### src/rtl/pal_pkg.sv
package pal_pkg;

    typedef enum logic [1:0] {
        TGT_ROW  = 2'd0,
        TGT_CTRL = 2'd1,
        TGT_NONE = 2'd2
    } cfg_target_e;

    function automatic cfg_target_e classify_addr(input int unsigned addr,
                                                  input int unsigned n_terms);
        if (addr < n_terms)
            return TGT_ROW;
        else if (addr == n_terms)
            return TGT_CTRL;
        else
            return TGT_NONE;
    endfunction

endpackage

### src/rtl/pal_fuse_store.sv
module pal_fuse_store #(
    parameter int N_IN    = 8,
    parameter int N_OUT   = 4,
    parameter int N_TERMS = 20,
    parameter int ADDR_W  = 5,
    localparam int ROW_W  = 2 * N_IN
) (
    input  logic                            clk,
    input  logic                            rst_n,
    input  logic                            cfg_we,
    input  logic [ADDR_W-1:0]               cfg_addr,
    input  logic [ROW_W-1:0]                cfg_data,
    input  logic                            cfg_commit,
    output logic [N_TERMS-1:0][ROW_W-1:0]   rows,
    output logic [N_OUT-1:0]                invert,
    output logic [N_OUT-1:0]                merge,
    output logic                            ready
);
    import pal_pkg::*;

    typedef struct packed {
        logic [N_TERMS-1:0][ROW_W-1:0] rows;
        logic [N_OUT-1:0]              invert;
        logic [N_OUT-1:0]              merge;
        logic                          done;
    } store_t;

    store_t      st_d, st_q;
    cfg_target_e tgt;

    always_comb begin
        st_d = st_q;
        tgt  = classify_addr(int'(cfg_addr), N_TERMS);
        if (cfg_we) begin
            unique case (tgt)
                TGT_ROW: st_d.rows[cfg_addr] = cfg_data;
                TGT_CTRL: begin
                    st_d.invert = cfg_data[N_OUT-1:0];
                    st_d.merge  = cfg_data[2*N_OUT-1:N_OUT];
                end
                default: ;
            endcase
            st_d.done = 1'b0;
        end else if (cfg_commit) begin
            st_d.done = 1'b1;
        end
    end

    always_ff @(posedge clk) begin
        if (!rst_n)
            st_q <= '0;
        else
            st_q <= st_d;
    end

    assign rows   = st_q.rows;
    assign invert = st_q.invert;
    assign merge  = st_q.merge;
    assign ready  = st_q.done;

endmodule

### src/rtl/pal_and_plane.sv
module pal_and_plane #(
    parameter int N_IN    = 8,
    parameter int N_TERMS = 20,
    localparam int ROW_W  = 2 * N_IN
) (
    input  logic [N_IN-1:0]               in_vec,
    input  logic [N_TERMS-1:0][ROW_W-1:0] rows,
    output logic [N_TERMS-1:0]            terms
);
    for (genvar t = 0; t < N_TERMS; t++) begin : g_term
        logic [N_IN-1:0] lit_ok;
        for (genvar i = 0; i < N_IN; i++) begin : g_lit
            always_comb begin
                lit_ok[i] = (~rows[t][2*i]   |  in_vec[i]) &
                            (~rows[t][2*i+1] | ~in_vec[i]);
            end
        end
        always_comb terms[t] = (|rows[t]) & (&lit_ok);
    end
endmodule

### src/rtl/pal_or_plane.sv
module pal_or_plane #(
    parameter int N_OUT = 4,
    parameter int TPO   = 5,
    localparam int N_TERMS = N_OUT * TPO
) (
    input  logic [N_TERMS-1:0] terms,
    input  logic [N_OUT-1:0]   invert,
    input  logic [N_OUT-1:0]   merge,
    input  logic               ready,
    output logic [N_OUT-1:0]   out_vec
);
    logic [N_OUT-1:0] raw_sum;
    logic [N_OUT-1:0] joined;

    for (genvar k = 0; k < N_OUT; k++) begin : g_out
        localparam int PARTNER = (k + 1) % N_OUT;
        always_comb begin
            raw_sum[k] = |terms[k*TPO +: TPO];
        end
        always_comb begin
            joined[k]  = raw_sum[k] | (merge[k] & raw_sum[PARTNER]);
            out_vec[k] = ready & (joined[k] ^ invert[k]);
        end
    end
endmodule

### src/rtl/pal_array.sv
module pal_array #(
    parameter int N_IN   = 8,
    parameter int N_OUT  = 4,
    parameter int TPO    = 5,
    localparam int N_TERMS = N_OUT * TPO,
    localparam int ROW_W   = 2 * N_IN,
    localparam int ADDR_W  = $clog2(N_TERMS + 1)
) (
    input  logic              clk,
    input  logic              rst_n,
    input  logic              cfg_we,
    input  logic [ADDR_W-1:0] cfg_addr,
    input  logic [ROW_W-1:0]  cfg_data,
    input  logic              cfg_commit,
    input  logic [N_IN-1:0]   data_in,
    output logic [N_OUT-1:0]  data_out,
    output logic              out_valid
);
    logic [N_TERMS-1:0][ROW_W-1:0] rows;
    logic [N_OUT-1:0]              invert;
    logic [N_OUT-1:0]              merge;
    logic                          ready;
    logic [N_TERMS-1:0]            terms;

    pal_fuse_store #(
        .N_IN(N_IN), .N_OUT(N_OUT), .N_TERMS(N_TERMS), .ADDR_W(ADDR_W)
    ) u_store (
        .clk(clk), .rst_n(rst_n),
        .cfg_we(cfg_we), .cfg_addr(cfg_addr), .cfg_data(cfg_data),
        .cfg_commit(cfg_commit),
        .rows(rows), .invert(invert), .merge(merge), .ready(ready)
    );

    pal_and_plane #(.N_IN(N_IN), .N_TERMS(N_TERMS)) u_and (
        .in_vec(data_in), .rows(rows), .terms(terms)
    );

    pal_or_plane #(.N_OUT(N_OUT), .TPO(TPO)) u_or (
        .terms(terms), .invert(invert), .merge(merge), .ready(ready),
        .out_vec(data_out)
    );

    assign out_valid = ready;
endmodule

### config.mk
export PLATFORM = sky130hd
export DESIGN_NAME = pal_array
export DESIGN_NICKNAME = d
export VERILOG_FILES = /design/src/rtl/pal_pkg.sv /design/src/rtl/pal_fuse_store.sv /design/src/rtl/pal_and_plane.sv /design/src/rtl/pal_or_plane.sv /design/src/rtl/pal_array.sv
export SDC_FILE = /design/constraint.sdc
export NUM_CORES = 1
export LEC_CHECK = 0
export ABC_AREA = 1
export BUFFER_PORTS_ARGS = -buffer_cell sky130_fd_sc_hd__clkbuf_2
export CAP_MARGIN = 20
export CORE_AREA = 3 3 230 232
export CTS_CLUSTER_DIAMETER = 30
export CTS_CLUSTER_SIZE = 16
export DETAILED_ROUTE_END_ITERATION = 8
export DIE_AREA = 0 0 233 235
export GPL_TIMING_DRIVEN = 0
export HOLD_SLACK_MARGIN = 0.05
export PLACE_DENSITY = 0.51
export SYNTH_ARGS = -nofsm -noshare
export SYNTH_HDL_FRONTEND = slang
export SYNTH_SLANG_ARGS = --single-unit
### constraint.sdc
create_clock -name clk -period 1.8 [get_ports clk]
set_input_delay 0.18 -clock clk [delete_from_list [all_inputs] [get_ports clk]]
set_output_delay 0.18 -clock clk [all_outputs]
set_load 0.1 [all_outputs]
==> results.cfg <==
[synthesis]
synth_compound_area_share_pct = 18.06
synth.area.top_cells = dfxtp_1, nor2_1, o21ai_0, nand2_1, a21oi_1
synthArstFlopShare_pct = 0
netlist_top_cells_count = nor2_1, nand2_1, o21ai_0
synthMostInstantiatedCell = nor2_1
yosys.area.top_type = dfxtp_1
synth_cell_types = 22
ys_ff_latch = 329
synth-edff-count = 0
synth_area_sq_um = 15310
synthMuxAreaShare_pct = 0
synth_xor_xnor_area_share_pct = 0
yosysWarnings = 0
avgSynthCellArea_sq_um = 6.395
synth_nets = 2427
synthFlopType = dfxtp_1
synth_top_family_by_area = simple AND/OR/NAND/NOR gates
yosys.area_share.adder_pct = 0
yosysSeqAreaShare_pct = 43.02
netlist.area_leader.share_pct = 43.02
synthSimpleGateAreaFrac_pct = 28.82
syn_inst = 2394

[clocking]
h-tree-depth = 3
cts_buffer_depth = 3
clk_pin_slew_ns = 0.05
cts_buffers = 82
cts_tree = yes
clk_latency_ns = 0.58
cts.sinks = 329
cts-root-buf = clkbuf_16

[place]
dp_hpwl_um = 43540
dp_cells = 3106
place.gp.congestion = 0.9295
portBuffers = 22
dpl_cell_area_sq_um = 16540

[timing]
slew_violations = 0
worst_pin_slew_ns = 1.252
rsz0062_at_grt = true
finalCritPeriodShare_pct = 136.7
holdWs_ns = 0.1404
finalSetupViolCount = 4
skew_ns = 0
finalCriticalPeriod_ns = 2.460
layout_setup_ws_ns = -0.6600
slew-limit-headroom_pct = 16.56
fmax_ghz = 0.4065
hold_violations = 0

[global_route]
grt_pass1_wl_um = 96540
grt_pass1_vias = 15380
antenna_found_initial = 0
grt_overflow = 0
grt_usage_pct = 23.70
grt_max_degree = 12

[layout]
final_cell_area_sq_um = 19950
synthToLayoutAreaGrowth_pct = 30.31
layout-drive-gt1-share_pct = 12.36
fin_cells = 3287
final_core_util_pct = 38.97
layout.nets = 2571
fillers = 5355

[power]
power_w = 0.02428
irDropWorstVdd_mv = 0.5992
power_frac_comb_pct = 8.1
p_int_w = 0.01813
clockPowerShare_pct = 61.1
sw_frac_of_total_pct = 25.31
switchingPower_w = 0.006145
power.static_leakage_nw = 8.821
pwr-share-seq_pct = 30.8
p_per_area_nw_per_um2 = 1217

[route]
dr.pass1.iters = 6
finalWirelength_um = 66060
postRouteAntennaNets = 0
drt_iter0_drc = 1687
routed_via_density = 5.014
vias = 16480
remaining_drc_errors = 0
wl_per_cell_um = 20.10

[setup_path]
end_kind = output port
cpMostUsedCell = nand2_1
critPathLaunchType = register
r2r_end = u_store.rows[12]$_SDFFE_PN0P_
path_buf_inv = 2
cp.required_ns = 1.62
cp_data_arrival_time_ns = 2.28
critPathKind = reg -> out
r2r_start = u_store.rows[12]$_SDFFE_PN0P_
cp_top_family = simple AND/OR/NAND/NOR gates
crit_chain = inv_2, nand2_1, nand2_1, nand2_1, nor2_2, nand3_2, nand2_2, nor2_4, nand2_4, nand2_4, nand3_2, nand2_2, nor2_4, clkbuf_16
reg2reg_depth = 13
crit_path_max_incr_delay_ns = 0.32
crit_path_max_fanout = 2
r2r_setup_slack_ns = 0.10
crit_path_top_delay_cell = dfxtp_2

[floorplan]
die_area_sq_um = 54760
die_x_um = 233
dieHeight_um = 235
start_util_pct = 29.90
row_count = 83
io_pins = 38
core_area_sq_um = 51200

[flow_run]
maxCapViolations = 0

[run_status]
violations = negative setup slack
status = complete, but fails checks

[hold_path]
hold_end = u_store.rows[217]$_SDFFE_PN0P_
hold_class = in -> reg
hp-start = cfg_data[9]
hold_depth = 3
-- tightest hold or removal path, cell delays in order --
cell and delay, ns:
clkbuf_1 0.28, nor2_1 0.18, nor2_1 0.05
-- layout by cell type (no fill, tap or decap), types with 9 or more instances in the layout --
cell           Yosys  final
clkbuf_8           0     13
bufinv_16          0      9
dlygate4sd3_1      0     16
nand3_2            0     11
nor2_2             4     15
nand4_1           29     29
clkbuf_2           1     18
nand2_1          470    456
nor2_1           580    561
o21ai_0          367    340
buf_6              7     30
buf_2             17     12
clkbuf_16          0     87
inv_1            212    199
a21oi_1          181    176
nand3_1           41     30
o21ai_1            3     27
clkbuf_1         108    119
clkinv_2           0     23
nand2_2            2     10
inv_2             20     29
dfxtp_1          329    323
-- layout make-up --
cell class	instances	area (sq um)	area share, %
tap	680	850.8	4.265
multi-input combinational	1686	7443	37.31
antenna	1	2.502	0.01254
sequential	329	6594	33.05
clock inverter	46	516.7	2.590
clock buffer	106	2283	11.45
buffer	147	745.7	3.738
timing repair buffer	60	633.1	3.173
inverter	232	880.8	4.415
-- registers in the layout, summed over array words and instances, names as in the netlist --
| name | flops |
|---|---|
| u_store.rows | 320 |
| u_store.invert | 4 |
| u_store.merge | 4 |
| u_store.ready | 1 |
-- metal layers --
layer	GRT usage, %	up-vias	routed length [um]
met1	30.94	7752	27830
met2	38.40	711	30240
li1	-	7877	-
met4	10.17	0	2755
met5	0.6250	-	0
met3	4.001	142	5234
-- worst max path at each step --
stage                                  start     endpoint  slack, ns  cells past startpoint
6_report       u_store.rows[12]$_SDFFE_PN0P_  data_out[3]      -0.66                     14
3_5_place_dp                      data_in[6]  data_out[3]      -0.92                     16
4_1_cts        u_store.rows[12]$_SDFFE_PN0P_  data_out[3]      -0.65                     14
3_3_place_gp                      data_in[6]  data_out[3]      -0.93                     16
2_1_floorplan                     data_in[2]  data_out[1]      -0.02                     13
5_1_grt         u_store.rows[8]$_SDFFE_PN0P_  data_out[3]      -0.73                     14
-- power by group through the flow --
stage	combinational, W	sequential (W)	clock (W)
floorplan	0.000974	0.00759	0
global placement	0.00171	0.00759	0
detailed placement	0.00175	0.00759	0
CTS	0.00187	0.00747	0.0149
global route	0.00208	0.00747	0.0154
finish	0.00197	0.00747	0.0148
-- timing repair --
| item | in CTS | in global routing |
|---|---|---|
| buffers inserted | 16 | 1 |
| endpoints found under the setup margin | 4 | 6 |
| gates resized for setup | 55 | 51 |
| endpoints found under the hold margin | 20 | 0 |
| hold buffers | 16 | 0 |
| pin swaps | 18 | 39 |
-- cells by family after synthesis --
group / Yosys count
and+or+nand+nor: 1134
AOI/OAI and AO/OA: 552
buffers and inverters: 379
DFF: 329
-- per-stage QoR --
stage               setup slack [ns]  setup TNS [ns]
finish                       -0.6600          -2.471
global route                 -0.7322          -2.813
CTS                          -0.6481          -2.977
detailed placement           -0.9232          -27.29
global placement             -0.9273          -22.69
floorplan                   -0.02002        -0.05195
No activity file was read; power rests on OpenSTA's default activity.
